===== src/rtl/fa_pkg.sv =====
package fa_pkg;
  typedef enum logic [1:0] {
    SRC_HOLD = 2'd0,
    SRC_INCR = 2'd1,
    SRC_ALU  = 2'd2,
    SRC_VEC  = 2'd3
  } fa_src_e;
endpackage


===== src/rtl/fa_incr.sv =====
module fa_incr #(
  parameter int unsigned ADDR_W = 26,
  parameter int unsigned STEP   = 4
) (
  input  logic [ADDR_W-1:0] addr_i,
  output logic [ADDR_W-1:0] addr_o
);
  assign addr_o = addr_i + ADDR_W'(STEP);
endmodule


===== src/rtl/fa_next_sel.sv =====
module fa_next_sel
  import fa_pkg::*;
#(
  parameter int unsigned ADDR_W   = 26,
  parameter int unsigned EXC_W    = 3,
  parameter int unsigned VEC_BASE = 0
) (
  input  logic [ADDR_W-1:0] cur_i,
  input  logic [ADDR_W-1:0] inc_i,
  input  logic              stall_i,
  input  logic              branch_i,
  input  logic [ADDR_W-1:0] tgt_i,
  input  logic              exc_i,
  input  logic [EXC_W-1:0]  code_i,
  output logic [ADDR_W-1:0] nxt_o,
  output fa_src_e           src_o
);
  localparam logic [ADDR_W-1:0] WORD_MASK = ~ADDR_W'(3);
  localparam logic [ADDR_W-1:0] VBASE     = ADDR_W'(VEC_BASE) & WORD_MASK;

  logic [ADDR_W-1:0] vec_addr;
  assign vec_addr = VBASE + (ADDR_W'(code_i) << 2);

  always_comb begin
    if (stall_i) begin
      src_o = SRC_HOLD;
      nxt_o = cur_i;
    end else if (exc_i) begin
      src_o = SRC_VEC;
      nxt_o = vec_addr;
    end else if (branch_i) begin
      src_o = SRC_ALU;
      nxt_o = tgt_i & WORD_MASK;
    end else begin
      src_o = SRC_INCR;
      nxt_o = inc_i & WORD_MASK;
    end
  end
endmodule


===== src/rtl/fa_slot_track.sv =====
module fa_slot_track #(
  parameter int unsigned DEPTH = 2
) (
  input  logic             clk_i,
  input  logic             rst_ni,
  input  logic             adv_i,
  input  logic             kill_i,
  output logic [DEPTH-1:0] vld_o
);
  logic [DEPTH-1:0] vld_q;

  for (genvar g = 0; g < DEPTH; g++) begin : g_slot
    always_ff @(posedge clk_i or negedge rst_ni) begin
      if (!rst_ni) begin
        vld_q[g] <= 1'b0;
      end else if (adv_i) begin
        if (kill_i) begin
          vld_q[g] <= 1'b0;
        end else if (g == 0) begin
          vld_q[g] <= 1'b1;
        end else begin
          vld_q[g] <= vld_q[g-1];
        end
      end
    end
  end

  assign vld_o = vld_q;
endmodule


===== src/rtl/fetch_addr_gen.sv =====
module fetch_addr_gen
  import fa_pkg::*;
#(
  parameter int unsigned ADDR_W   = 26,
  parameter int unsigned EXC_W    = 3,
  parameter int unsigned VEC_BASE = 0
) (
  input  logic              clk_i,
  input  logic              rst_ni,
  input  logic              stall_i,
  input  logic              branch_i,
  input  logic [ADDR_W-1:0] branch_tgt_i,
  input  logic              exc_i,
  input  logic [EXC_W-1:0]  exc_code_i,
  output logic [ADDR_W-1:0] fetch_addr_o,
  output logic              seq_o,
  output logic              flush_o,
  output logic              exc_ack_o,
  output logic [1:0]        slot_vld_o
);
  logic [ADDR_W-1:0] addr_q, addr_inc, addr_nxt;
  logic              seq_q;
  fa_src_e           src;
  logic              redirect;

  fa_incr #(.ADDR_W(ADDR_W), .STEP(4)) u_incr (
    .addr_i (addr_q),
    .addr_o (addr_inc)
  );

  fa_next_sel #(.ADDR_W(ADDR_W), .EXC_W(EXC_W), .VEC_BASE(VEC_BASE)) u_sel (
    .cur_i    (addr_q),
    .inc_i    (addr_inc),
    .stall_i  (stall_i),
    .branch_i (branch_i),
    .tgt_i    (branch_tgt_i),
    .exc_i    (exc_i),
    .code_i   (exc_code_i),
    .nxt_o    (addr_nxt),
    .src_o    (src)
  );

  assign redirect = (src == SRC_ALU) || (src == SRC_VEC);

  always_ff @(posedge clk_i or negedge rst_ni) begin
    if (!rst_ni) begin
      addr_q <= '0;
      seq_q  <= 1'b0;
    end else if (src != SRC_HOLD) begin
      addr_q <= addr_nxt;
      seq_q  <= (src == SRC_INCR);
    end
  end

  fa_slot_track #(.DEPTH(2)) u_slots (
    .clk_i  (clk_i),
    .rst_ni (rst_ni),
    .adv_i  (src != SRC_HOLD),
    .kill_i (redirect),
    .vld_o  (slot_vld_o)
  );

  assign fetch_addr_o = addr_q;
  assign seq_o        = seq_q;
  assign flush_o      = redirect;
  assign exc_ack_o    = (src == SRC_VEC);
endmodule


===== config.mk =====
export PLATFORM = sky130hd
export DESIGN_NAME = fetch_addr_gen
export DESIGN_NICKNAME = d
export VERILOG_FILES = /design/src/rtl/fa_pkg.sv /design/src/rtl/fa_incr.sv /design/src/rtl/fa_next_sel.sv /design/src/rtl/fa_slot_track.sv /design/src/rtl/fetch_addr_gen.sv
export SDC_FILE = /design/constraint.sdc
export NUM_CORES = 1
export LEC_CHECK = 0
export ABC_AREA = 1
export BUFFER_PORTS_ARGS = -buffer_cell sky130_fd_sc_hd__buf_2
export CORE_ASPECT_RATIO = 0.8
export CORE_UTILIZATION = 46
export CTS_BUF_LIST = sky130_fd_sc_hd__clkbuf_8 sky130_fd_sc_hd__clkbuf_16
export CTS_CLUSTER_DIAMETER = 100
export DETAILED_ROUTE_END_ITERATION = 8
export PLACE_DENSITY = 0.87
export REMOVE_ABC_BUFFERS = 1
export SLEW_MARGIN = 0
export SYNTH_ARGS = -nofsm -noshare
export SYNTH_HDL_FRONTEND = slang
export SYNTH_SLANG_ARGS = --single-unit

===== constraint.sdc =====
create_clock -name clk_i -period 1.37 [get_ports clk_i]
set_clock_uncertainty 0.05 [all_clocks]
set_input_delay 0.0685 -clock clk_i [delete_from_list [all_inputs] [get_ports clk_i]]
set_output_delay 0.0685 -clock clk_i [all_outputs]
set_load 0.02 [all_outputs]

==> metrics.txt, run 1 <==
status finished, violations left; failing checks setup timing; Core Rows 20; Final WS setup -0.210 ns; RSZ-0062 raised after global routing yes; Iteration-0 DRC Markers 194; CP max FO 4; largest family of logic cells by synthesized area simple AND/OR/NAND/NOR gates; full die area 4590 sq um; Place WS -0.131 ns; Nets 444; max cap viols 0; CP Data Arrival Time 1.74 ns; vias 2361; post-layout min period 1.58 ns; Synth area leader dfrtp_1; CTS Buf Count 3; # IOs 65; Multi-input gate area 1210 sq um; hold violation count in the final report 0; Synthesis Warnings 0; Mapped Area 1990 sq um; antenna violations before repair 0; Async S/R FF share, synth 100%; Cells after DPL 439; adder-cell share of the synthesized area 0.629%; DR vias/cell 5.10; post-synthesis instance total 305; DR WL met2 3.12 mm; Clk pwr share 20.2%; Port Buffer Count 60; sequence of cells on the critical path buf_6, nand2_4, nor2_4, buf_6, nand3_4, nor2_4, nor2_1, nor2_2, nand2_1, a21oi_2; EDFF count, synth 0; Main synth FF type dfrtp_1; number of global-route vias before repair 2060; die width 75.5 microns; met3 wire length 376 microns; post-synthesis mux area share 0%; post-synthesis xor/xnor area fraction 0%; slowest stage cell, crit path dfrtp_1; Final Max Tran Viols 0; dpl hpwl 4.15 mm; Post-Route WL 6.38 mm; Routed Antenna Nets 0; critical path class reg2reg; Detailed Routing Iterations Pass 1 5; Register Area 682 sq um; Area contributors post-synth dfrtp_1 34%, nand2_1 16%, nor2_1 7.9%; P&R area growth vs syn 45.1%; Worst Tran Pin Value 0.626 ns; worst hold slack 0.00346 ns; switching share of power 37.4%; CTS tree done; Worst Hold Class in2reg; Post-Syn Area per Cell 6.52 sq um; DRC viols 0; Worst-path clk slew 0.10 ns; # setup viols final 21; Fin Setup TNS -2.33 ns; Fillers 294; upper clock frequency limit 633 MHz; Net Sw Power 0.872 mW; CTS root buffer clkbuf_8; sequential share of the synthesized area 34.0%; fin crit share 115%; Cell Int Power 1.46 mW; maximum vdd ir drop 630 uV; top sig layer met4; Worst Path Required 1.53 ns; WL/cell 13.8 microns; GRT Total Usage 27.9%; worst skew pair latency 0.28 ns; Final Instance Count excl. Fillers 463; sequential share of power 41.7%; post-synthesis simple-gate area fraction 40.2%; largest net degree at the start of global routing 28; fraction of layout cells with a size suffix above 1 39.0%; Core ar. 3950 sq um; first-pass GRT wire length 9.47 mm; Setup crit end kind flip-flop; Logic pwr share 38.1%; power density over the cells 808 nW/um^2; Starting Density 50.3%; Placer Congestion 0.893; diode count 0; Synth Area in Compound Gates 13.5%; LEAKAGE 1.49 nW; Worst path max stage delay 0.40 ns; CTS H-Tree Depth 1; max_slew headroom 58.3%; flops & latches, synth 27; DRT met1 WL 2.73 mm; Num Clock Sinks 27; Die H 60.8 microns; GRT overflow 0; share of the synthesized area in the top cell type 34.0%; startpoint types flip-flop; Yosys cell types 33; Max clock buf depth 2
[repair_timing]
item,4_1_cts,5_1_grt
pin swaps,5,5
hold endpoints to repair,33,0
hold buffers,7,0
setup endpoints to repair,18,20
resized for setup,14,27
setup buffers,5,8
[power groups by stage]
stage | registers [mW] | logic (mW) | clock network, mW
floorplan | 1.08 | 0.292 | 0
global placement | 0.968 | 0.729 | 0
detailed placement | 0.975 | 0.745 | 0
CTS | 0.959 | 0.800 | 0.469
global route | 0.983 | 0.969 | 0.517
finish | 0.972 | 0.888 | 0.471
[worst paths after layout]
kind | end | start | cells past startpoint | slack [ns]
setup / recovery | fetch_addr_o[17]$_DFFE_PN0P_ | fetch_addr_o[3]$_DFFE_PN0P_ | 10 | -0.21
hold / removal | fetch_addr_o[4]$_DFFE_PN0P_ | branch_tgt_i[4] | 3 | 0.003
setup reg to reg | fetch_addr_o[17]$_DFFE_PN0P_ | fetch_addr_o[3]$_DFFE_PN0P_ | 10 | -0.21
hold reg to reg | seq_o$_DFFE_PN0N_ | seq_o$_DFFE_PN0N_ | 2 | 0.49
max in group asynchronous | fetch_addr_o[13]$_DFFE_PN0P_ | rst_ni | 2 | 0.55
min in group asynchronous | fetch_addr_o[22]$_DFFE_PN0P_ | rst_ni | 2 | 0.28
[cell usage after synthesis, types with 2 or more instances]
library cell / count
a31oi_1: 5
a22oi_1: 2
dfrtp_1: 27
nor2_2: 7
nand2_2: 3
nand2_1: 87
clkbuf_1: 3
inv_2: 3
inv_1: 41
nand3_1: 26
buf_4: 2
nand2_4: 2
nand4_1: 2
o21ai_1: 2
o21bai_1: 6
nand3_2: 2
a21oi_2: 3
a21oi_1: 16
nor2_4: 3
o21ai_0: 7
buf_2: 3
nor2_1: 42
[kinds of logic after synthesis]
family	count (synthesis)
other	1
flip-flops	27
buffers and inverters	55
AO/OA/AOI/OAI	44
adder cells (fa/ha/maj)	1
AND/OR/NAND/NOR	177
[cells in the final DEF (no fill, tap or decap), drive strengths merged]
cell,instances
clkbuf,3
inv,44
a22oi,2
ha,1
dlygate4sd3,7
conb,2
a31oi,5
o21bai,6
buf,102
nand4,2
nor2,53
a21oi,19
dfrtp,27
nor3,1
nand2,92
clkinv,1
nand3b,1
nand3,28
a41oi,1
o211ai,1
o21ai,10
[through the flow]
step / util (%) / cell area (sq um) / total power, mW
detailed placement: 63.9 / 2530 / 1.72
global route: 72.9 / 2880 / 2.47
floorplan: - / 1930 / 1.38
global placement: 63.9 / 2530 / 1.70
finish: 72.9 / 2880 / 2.33
CTS: 69.0 / 2730 / 2.23
[flip-flops by register name, indices dropped and copies added, names as in the netlist]
register / flops
fetch_addr_o: 24
u_slots.vld_o: 2
seq_o: 1
[area by class of cell]
cell class              instances  area share (%)
clock buffers                   3            1.43
clock inverters                 1           0.174
inverters                      44            5.73
multi-input cells             224            42.0
flip-flops and latches         27            23.6
well taps                      55            2.39
repair buffers                109            24.7
[critical path, delay by kind of cell, from the launching register on]
family | cells | cell delay (ns)
compound gates | 1 | 0.11
buf+inv | 2 | 0.26
flops | 1 | 0.40
simple gates | 7 | 0.71
[metal layers]
layer	up-vias	GRT usage (%)
met1	1088	36.9
met4	0	9.79
li1	1158	-
met5	-	0
met3	17	4.32
met2	98	46.7
No activity file was read; power rests on OpenSTA's default activity.
==> run 2: changes to the inputs <==
--- a/config.mk
+++ b/config.mk
@@ -6,12 +6,13 @@
 export NUM_CORES = 1
 export LEC_CHECK = 0
 export ABC_AREA = 1
-export BUFFER_PORTS_ARGS = -buffer_cell sky130_fd_sc_hd__buf_2
+export BUFFER_PORTS_ARGS = -buffer_cell sky130_fd_sc_hd__buf_4
 export CORE_ASPECT_RATIO = 0.8
 export CORE_UTILIZATION = 46
 export CTS_BUF_LIST = sky130_fd_sc_hd__clkbuf_8 sky130_fd_sc_hd__clkbuf_16
 export CTS_CLUSTER_DIAMETER = 100
 export DETAILED_ROUTE_END_ITERATION = 8
+export HOLD_SLACK_MARGIN = 0.06
 export PLACE_DENSITY = 0.87
 export REMOVE_ABC_BUFFERS = 1
 export SLEW_MARGIN = 0
==> metrics.txt, run 2 (same netlist as run 1, synthesis figures left out) <==
status finished, violations left; failing checks setup timing; CTS Buf Count 3; worst r2r src fetch_addr_o[3]$_DFFE_PN0P_; Worst Path Buf+Inv 2; CP Data Arrival Time 1.80 ns; CTS tree done; worst skew pair latency 0.29 ns; Starting Density 50.3%; Core Rows 20; worst hold slack 0.0634 ns; critical path class reg2reg; reg2reg path depth 11; power density over the cells 792 nW/um^2; diode count 0; terminus of the critical flop-to-flop path fetch_addr_o[12]$_DFFE_PN0P_; post-layout min period 1.66 ns; Worst-path clk slew 0.11 ns; Core ar. 3950 sq um; Setup crit start fetch_addr_o[3]$_DFFE_PN0P_; number of flip-flops in the largest register 24; startpoint types flip-flop; Worst Hold End fetch_addr_o[24]$_DFFE_PN0P_; FF-to-FF setup slack -0.29 ns; DR WL met2 3.29 mm; Max clock buf depth 2; Fillers 248; GRT Total Usage 30.7%; # setup viols final 20; maximum vdd ir drop 586 uV; dpl hpwl 4.19 mm; Post-Route WL 7.29 mm; Post-DP Area 2730 sq um; DR vias/cell 5.41; hold-critical path depth 5; WL/cell 15.5 microns; number of global-route vias before repair 2207; Iteration-0 DRC Markers 271; Placer Congestion 0.899; leading cell type in the layout, fill and taps excluded buf_4; RSZ-0062 raised after global routing yes; Cells after DPL 445; CTS root buffer clkbuf_8; Final Instance Count excl. Fillers 470; LEAKAGE 1.58 nW; fraction of layout cells with a size suffix above 1 37.3%; Port Buffer Count 60; GRT overflow 0; Nets 451; Num Clock Sinks 27; antenna violations before repair 0; met3 wire length 795 microns; vias 2545; commonest cells after routing, fill and taps aside 97 x buf_4, 83 x nand2_1, 40 x inv_1; CP top delay family simple AND/OR/NAND/NOR gates; upper clock frequency limit 601 MHz; full die area 4590 sq um; DRT met1 WL 2.79 mm; die width 75.5 microns; P&R area growth vs syn 57.0%; CTS H-Tree Depth 1; Final WS setup -0.294 ns; first-pass GRT wire length 10.4 mm; Final Max Tran Viols 0; hold violation count in the final report 0; Worst path max stage delay 0.42 ns; Routed Antenna Nets 0; largest net degree at the start of global routing 28; Detailed Routing Iterations Pass 1 6; Setup crit end kind flip-flop; DRC viols 0; CP max FO 4; fin crit share 121%; most frequent CP cell nand2_1; Worst Path Required 1.50 ns; # IOs 65; top sig layer met4; Place WS -0.161 ns; hold_sp branch_tgt_i[24]; max cap viols 0; Die H 60.8 microns; slowest stage cell, crit path dfrtp_2; sequence of cells on the critical path ha_4, nand2_4, nor2_4, buf_6, nand2_4, inv_2, nand2_1, nand2_2, o21ai_2, nand2_1, nand2_1; Worst Hold Class in2reg; post-route cell area 3120 sq um
[run 2: cell count changes in the layout (fill, tap and decap cells not counted), moves of 4 or more]
cell           change
nand2_1            +4
buf_4             +58
buf_2             -59
nand2_2            -5
dlygate4sd3_1      +9
[run 2: layout make-up]
class	instances	area, sq um	area share, %
clock buffers	3	41.3	1.32
inverters	44	165	5.29
repair buffers	116	940	30.1
flip-flops and latches	27	681	21.8
multi-input cells	224	1220	39.1
well taps	55	68.8	2.21
clock inverters	1	5.00	0.160
[run 2: worst max path at each step]
stage          slack, ns                           end  cells past startpoint
4_1_cts            -0.10  fetch_addr_o[20]$_DFFE_PN0P_                      9
2_1_floorplan      -0.22  fetch_addr_o[22]$_DFFE_PN0P_                      8
6_report           -0.29  fetch_addr_o[12]$_DFFE_PN0P_                     11
3_5_place_dp       -0.16  fetch_addr_o[22]$_DFFE_PN0P_                      8
5_1_grt            -0.33  fetch_addr_o[18]$_DFFE_PN0P_                      6
3_3_place_gp       -0.06  fetch_addr_o[24]$_DFFE_PN0P_                      8
[run 2: metal layers]
metal / GRT usage [%] / up-vias
met3: 5.32 / 50
met2: 51.1 / 182
li1: - / 1174
met4: 10.3 / 0
met5: 0 / -
met1: 40.8 / 1139
[run 2: timing repair]
| action | 4_1_cts | 5_1_grt |
|---|---|---|
| endpoints found under the hold margin | 41 | 0 |
| gates cloned | 0 | 0 |
| pin swaps | 6 | 13 |
| setup buffers | 3 | 2 |
| setup endpoints to repair | 17 | 22 |
| resized for setup | 18 | 19 |
| hold buffers | 16 | 0 |
[run 2: report_power, final]
part	switching, mW	internal [mW]	total (mW)	leakage [nW]
registers	0.0952	0.880	0.975	0.323
clock network	0.285	0.205	0.490	0.0255
logic	0.547	0.460	1.01	1.23
total	0.927	1.55	2.47	1.58
[run 2: stage by stage]
step,TNS [ns],utilization [%],power (mW)
after floorplan,-1.80,-,1.38
after global placement,-0.161,69.1,1.81
after detailed placement,-0.944,69.1,1.83
after CTS,-0.902,76.5,2.36
after global routing,-4.74,78.9,2.58
final,-3.65,78.9,2.47
[run 2: worst register-to-register path, delay by kind of cell (launching register included)]
kind | cells | cell delay [ns]
buffers and inverters | 2 | 0.22
flip-flops | 1 | 0.42
AO/OA/AOI/OAI | 1 | 0.06
adder cells (fa/ha/maj) | 1 | 0.18
AND/OR/NAND/NOR | 7 | 0.65
==> run 3: changes to the inputs <==
--- a/config.mk
+++ b/config.mk
@@ -8,14 +8,14 @@
 export ABC_AREA = 1
 export BUFFER_PORTS_ARGS = -buffer_cell sky130_fd_sc_hd__buf_4
 export CORE_ASPECT_RATIO = 0.8
-export CORE_UTILIZATION = 46
+export CORE_UTILIZATION = 51
 export CTS_BUF_LIST = sky130_fd_sc_hd__clkbuf_8 sky130_fd_sc_hd__clkbuf_16
 export CTS_CLUSTER_DIAMETER = 100
 export DETAILED_ROUTE_END_ITERATION = 8
 export HOLD_SLACK_MARGIN = 0.06
-export PLACE_DENSITY = 0.87
+export PLACE_DENSITY = 0.91
 export REMOVE_ABC_BUFFERS = 1
-export SLEW_MARGIN = 0
+export SLEW_MARGIN = 20
 export SYNTH_ARGS = -nofsm -noshare
 export SYNTH_HDL_FRONTEND = slang
 export SYNTH_SLANG_ARGS = --single-unit
==> constraint.sdc (replaced) <==
create_clock -name clk_i -period 1.6 [get_ports clk_i]
set_clock_uncertainty 0.05 [all_clocks]
set_input_delay 0.08 -clock clk_i [delete_from_list [all_inputs] [get_ports clk_i]]
set_output_delay 0.08 -clock clk_i [all_outputs]
set_load 0.02 [all_outputs]
==> metrics.txt, run 3 (same netlist as run 1, synthesis figures left out) <==
status finished, violations left; DRC viols 0; fin util 76.6%; Worst Path Required 1.73 ns; vias 2271; power density over the cells 705 nW/um^2; CP top delay family simple AND/OR/NAND/NOR gates; Core Rows 19; sequence of cells on the critical path ha_2, nand2_2, nor2_4, nand2_2, inv_1, nand2_1, nand2_1, o21ai_0, nand2_1, nand2_1; worst skew pair latency 0.28 ns; hold-critical path depth 3; upper clock frequency limit 611 MHz; Cell Int Power 1.23 mW; switching share of power 36.0%; Num Clock Sinks 27; Die H 57.8 microns; GRT Total Usage 26.8%; failing checks setup timing; Place WS 0.0270 ns; worst r2r src fetch_addr_o[3]$_DFFE_PN0P_; startpoint types flip-flop; maximum vdd ir drop 495 uV; Design Power 1.93 mW; Worst path max stage delay 0.42 ns; # setup viols final 1; FF-to-FF setup slack -0.04 ns; DRT met1 WL 2.35 mm; most frequent CP cell nand2_1; Post-DP Area 2510 sq um; CTS Buf Count 3; post-route cell area 2730 sq um; post-layout min period 1.64 ns; full die area 4150 sq um; Worst Hold Class in2reg; hold violation count in the final report 0; P&R area growth vs syn 37.4%; Worst-path clk slew 0.10 ns; Final WS setup -0.0371 ns; die width 71.8 microns; DR WL met2 2.67 mm; Fin Setup TNS -0.0371 ns; Port Buffer Count 60; GRT overflow 0; number of global-route vias before repair 2007; Logic pwr share 35.6%; Routed Antenna Nets 0; Nets 421; hold_sp exc_i; Worst Path Buf+Inv 1; Worst Hold End fetch_addr_o[4]$_DFFE_PN0P_; reg2reg path depth 10; terminus of the critical flop-to-flop path fetch_addr_o[12]$_DFFE_PN0P_; Placer Congestion 0.907; DR vias/cell 5.32; Clk pwr share 20.8%; CP max FO 5; largest net degree at the start of global routing 28; Starting Density 55.8%; RSZ-0062 raised after global routing yes; sequential share of power 43.6%; fraction of layout cells with a size suffix above 1 29.4%; Final Max Tran Viols 0; max cap viols 0; slowest stage cell, crit path dfrtp_1; dpl hpwl 3.80 mm; Iteration-0 DRC Markers 264; Net Sw Power 0.694 mW; Max clock buf depth 2; fin crit share 102%; CTS tree done; diode count 0; Fillers 263; top sig layer met4; # IOs 65; CP Data Arrival Time 1.77 ns; first-pass GRT wire length 8.85 mm; CTS H-Tree Depth 1; Setup crit end kind flip-flop; Detailed Routing Iterations Pass 1 5; worst hold slack 0.0631 ns; Cells after DPL 408; Core ar. 3570 sq um; WL/cell 13.0 microns; critical path class reg2reg; LEAKAGE 1.40 nW; commonest cells after routing, fill and taps aside 86 x nand2_1, 75 x buf_4, 41 x inv_1; antenna violations before repair 0; Post-Route WL 5.53 mm; leading cell type in the layout, fill and taps excluded nand2_1; met3 wire length 439 microns; CTS root buffer clkbuf_8; number of flip-flops in the largest register 24; Final Instance Count excl. Fillers 427
==> run 3: how the worst max path moves through the flow <==
stage,start,slack (ns),endpoint,cells past startpoint
after floorplan,fetch_addr_o[2]$_DFFE_PN0P_,0.01,fetch_addr_o[22]$_DFFE_PN0P_,8
after global placement,fetch_addr_o[3]$_DFFE_PN0P_,0.11,fetch_addr_o[24]$_DFFE_PN0P_,8
after detailed placement,fetch_addr_o[3]$_DFFE_PN0P_,0.03,fetch_addr_o[24]$_DFFE_PN0P_,8
after CTS,fetch_addr_o[3]$_DFFE_PN0P_,0.01,fetch_addr_o[24]$_DFFE_PN0P_,8
after global routing,fetch_addr_o[3]$_DFFE_PN0P_,-0.21,fetch_addr_o[12]$_DFFE_PN0P_,10
final,fetch_addr_o[3]$_DFFE_PN0P_,-0.04,fetch_addr_o[12]$_DFFE_PN0P_,10
==> run 3: cell type report <==
cell class | instances | area [sq um] | share of cell area (%)
multi-input combinational | 224 | 1120 | 40.8
sequential | 27 | 679 | 24.9
timing repair buffer | 86 | 673 | 24.6
inverter | 44 | 165 | 6.04
tap | 42 | 52.6 | 1.92
clock buffer | 3 | 41.3 | 1.51
clock inverter | 1 | 5.00 | 0.183
==> run 3: repair_timing <==
action / 4_1_cts / 5_1_grt
hold buffers: 11 / 0
hold endpoints to repair: 38 / 0
gates resized for setup: 0 / 12
buffers inserted: 0 / 4
setup endpoints to repair: 0 / 12
==> run 3: metal layers <==
metal / GRT usage, % / up-vias
li1: - / 1114
met1: 36.6 / 1024
met2: 45.7 / 121
met3: 4.17 / 12
met4: 5.32 / 0
met5: 0 / -
==> run 3: worst register-to-register path, stage by stage, from the launching register on <==
cell	delay [ns]
dfrtp_1	0.42
ha_2	0.24
nand2_2	0.09
nor2_4	0.18
nand2_2	0.11
inv_1	0.10
nand2_1	0.06
nand2_1	0.08
o21ai_0	0.08
nand2_1	0.09
nand2_1	0.05
==> run 3: power groups by stage <==
| stage | Clock, mW | Sequential (mW) | Combinational (mW) |
|---|---|---|---|
| 2_1_floorplan | 0 | 0.928 | 0.250 |
| 3_3_place_gp | 0 | 0.840 | 0.615 |
| 3_5_place_dp | 0 | 0.846 | 0.633 |
| 4_1_cts | 0.405 | 0.833 | 0.656 |
| 5_1_grt | 0.434 | 0.850 | 0.747 |
| 6_report | 0.400 | 0.840 | 0.686 |
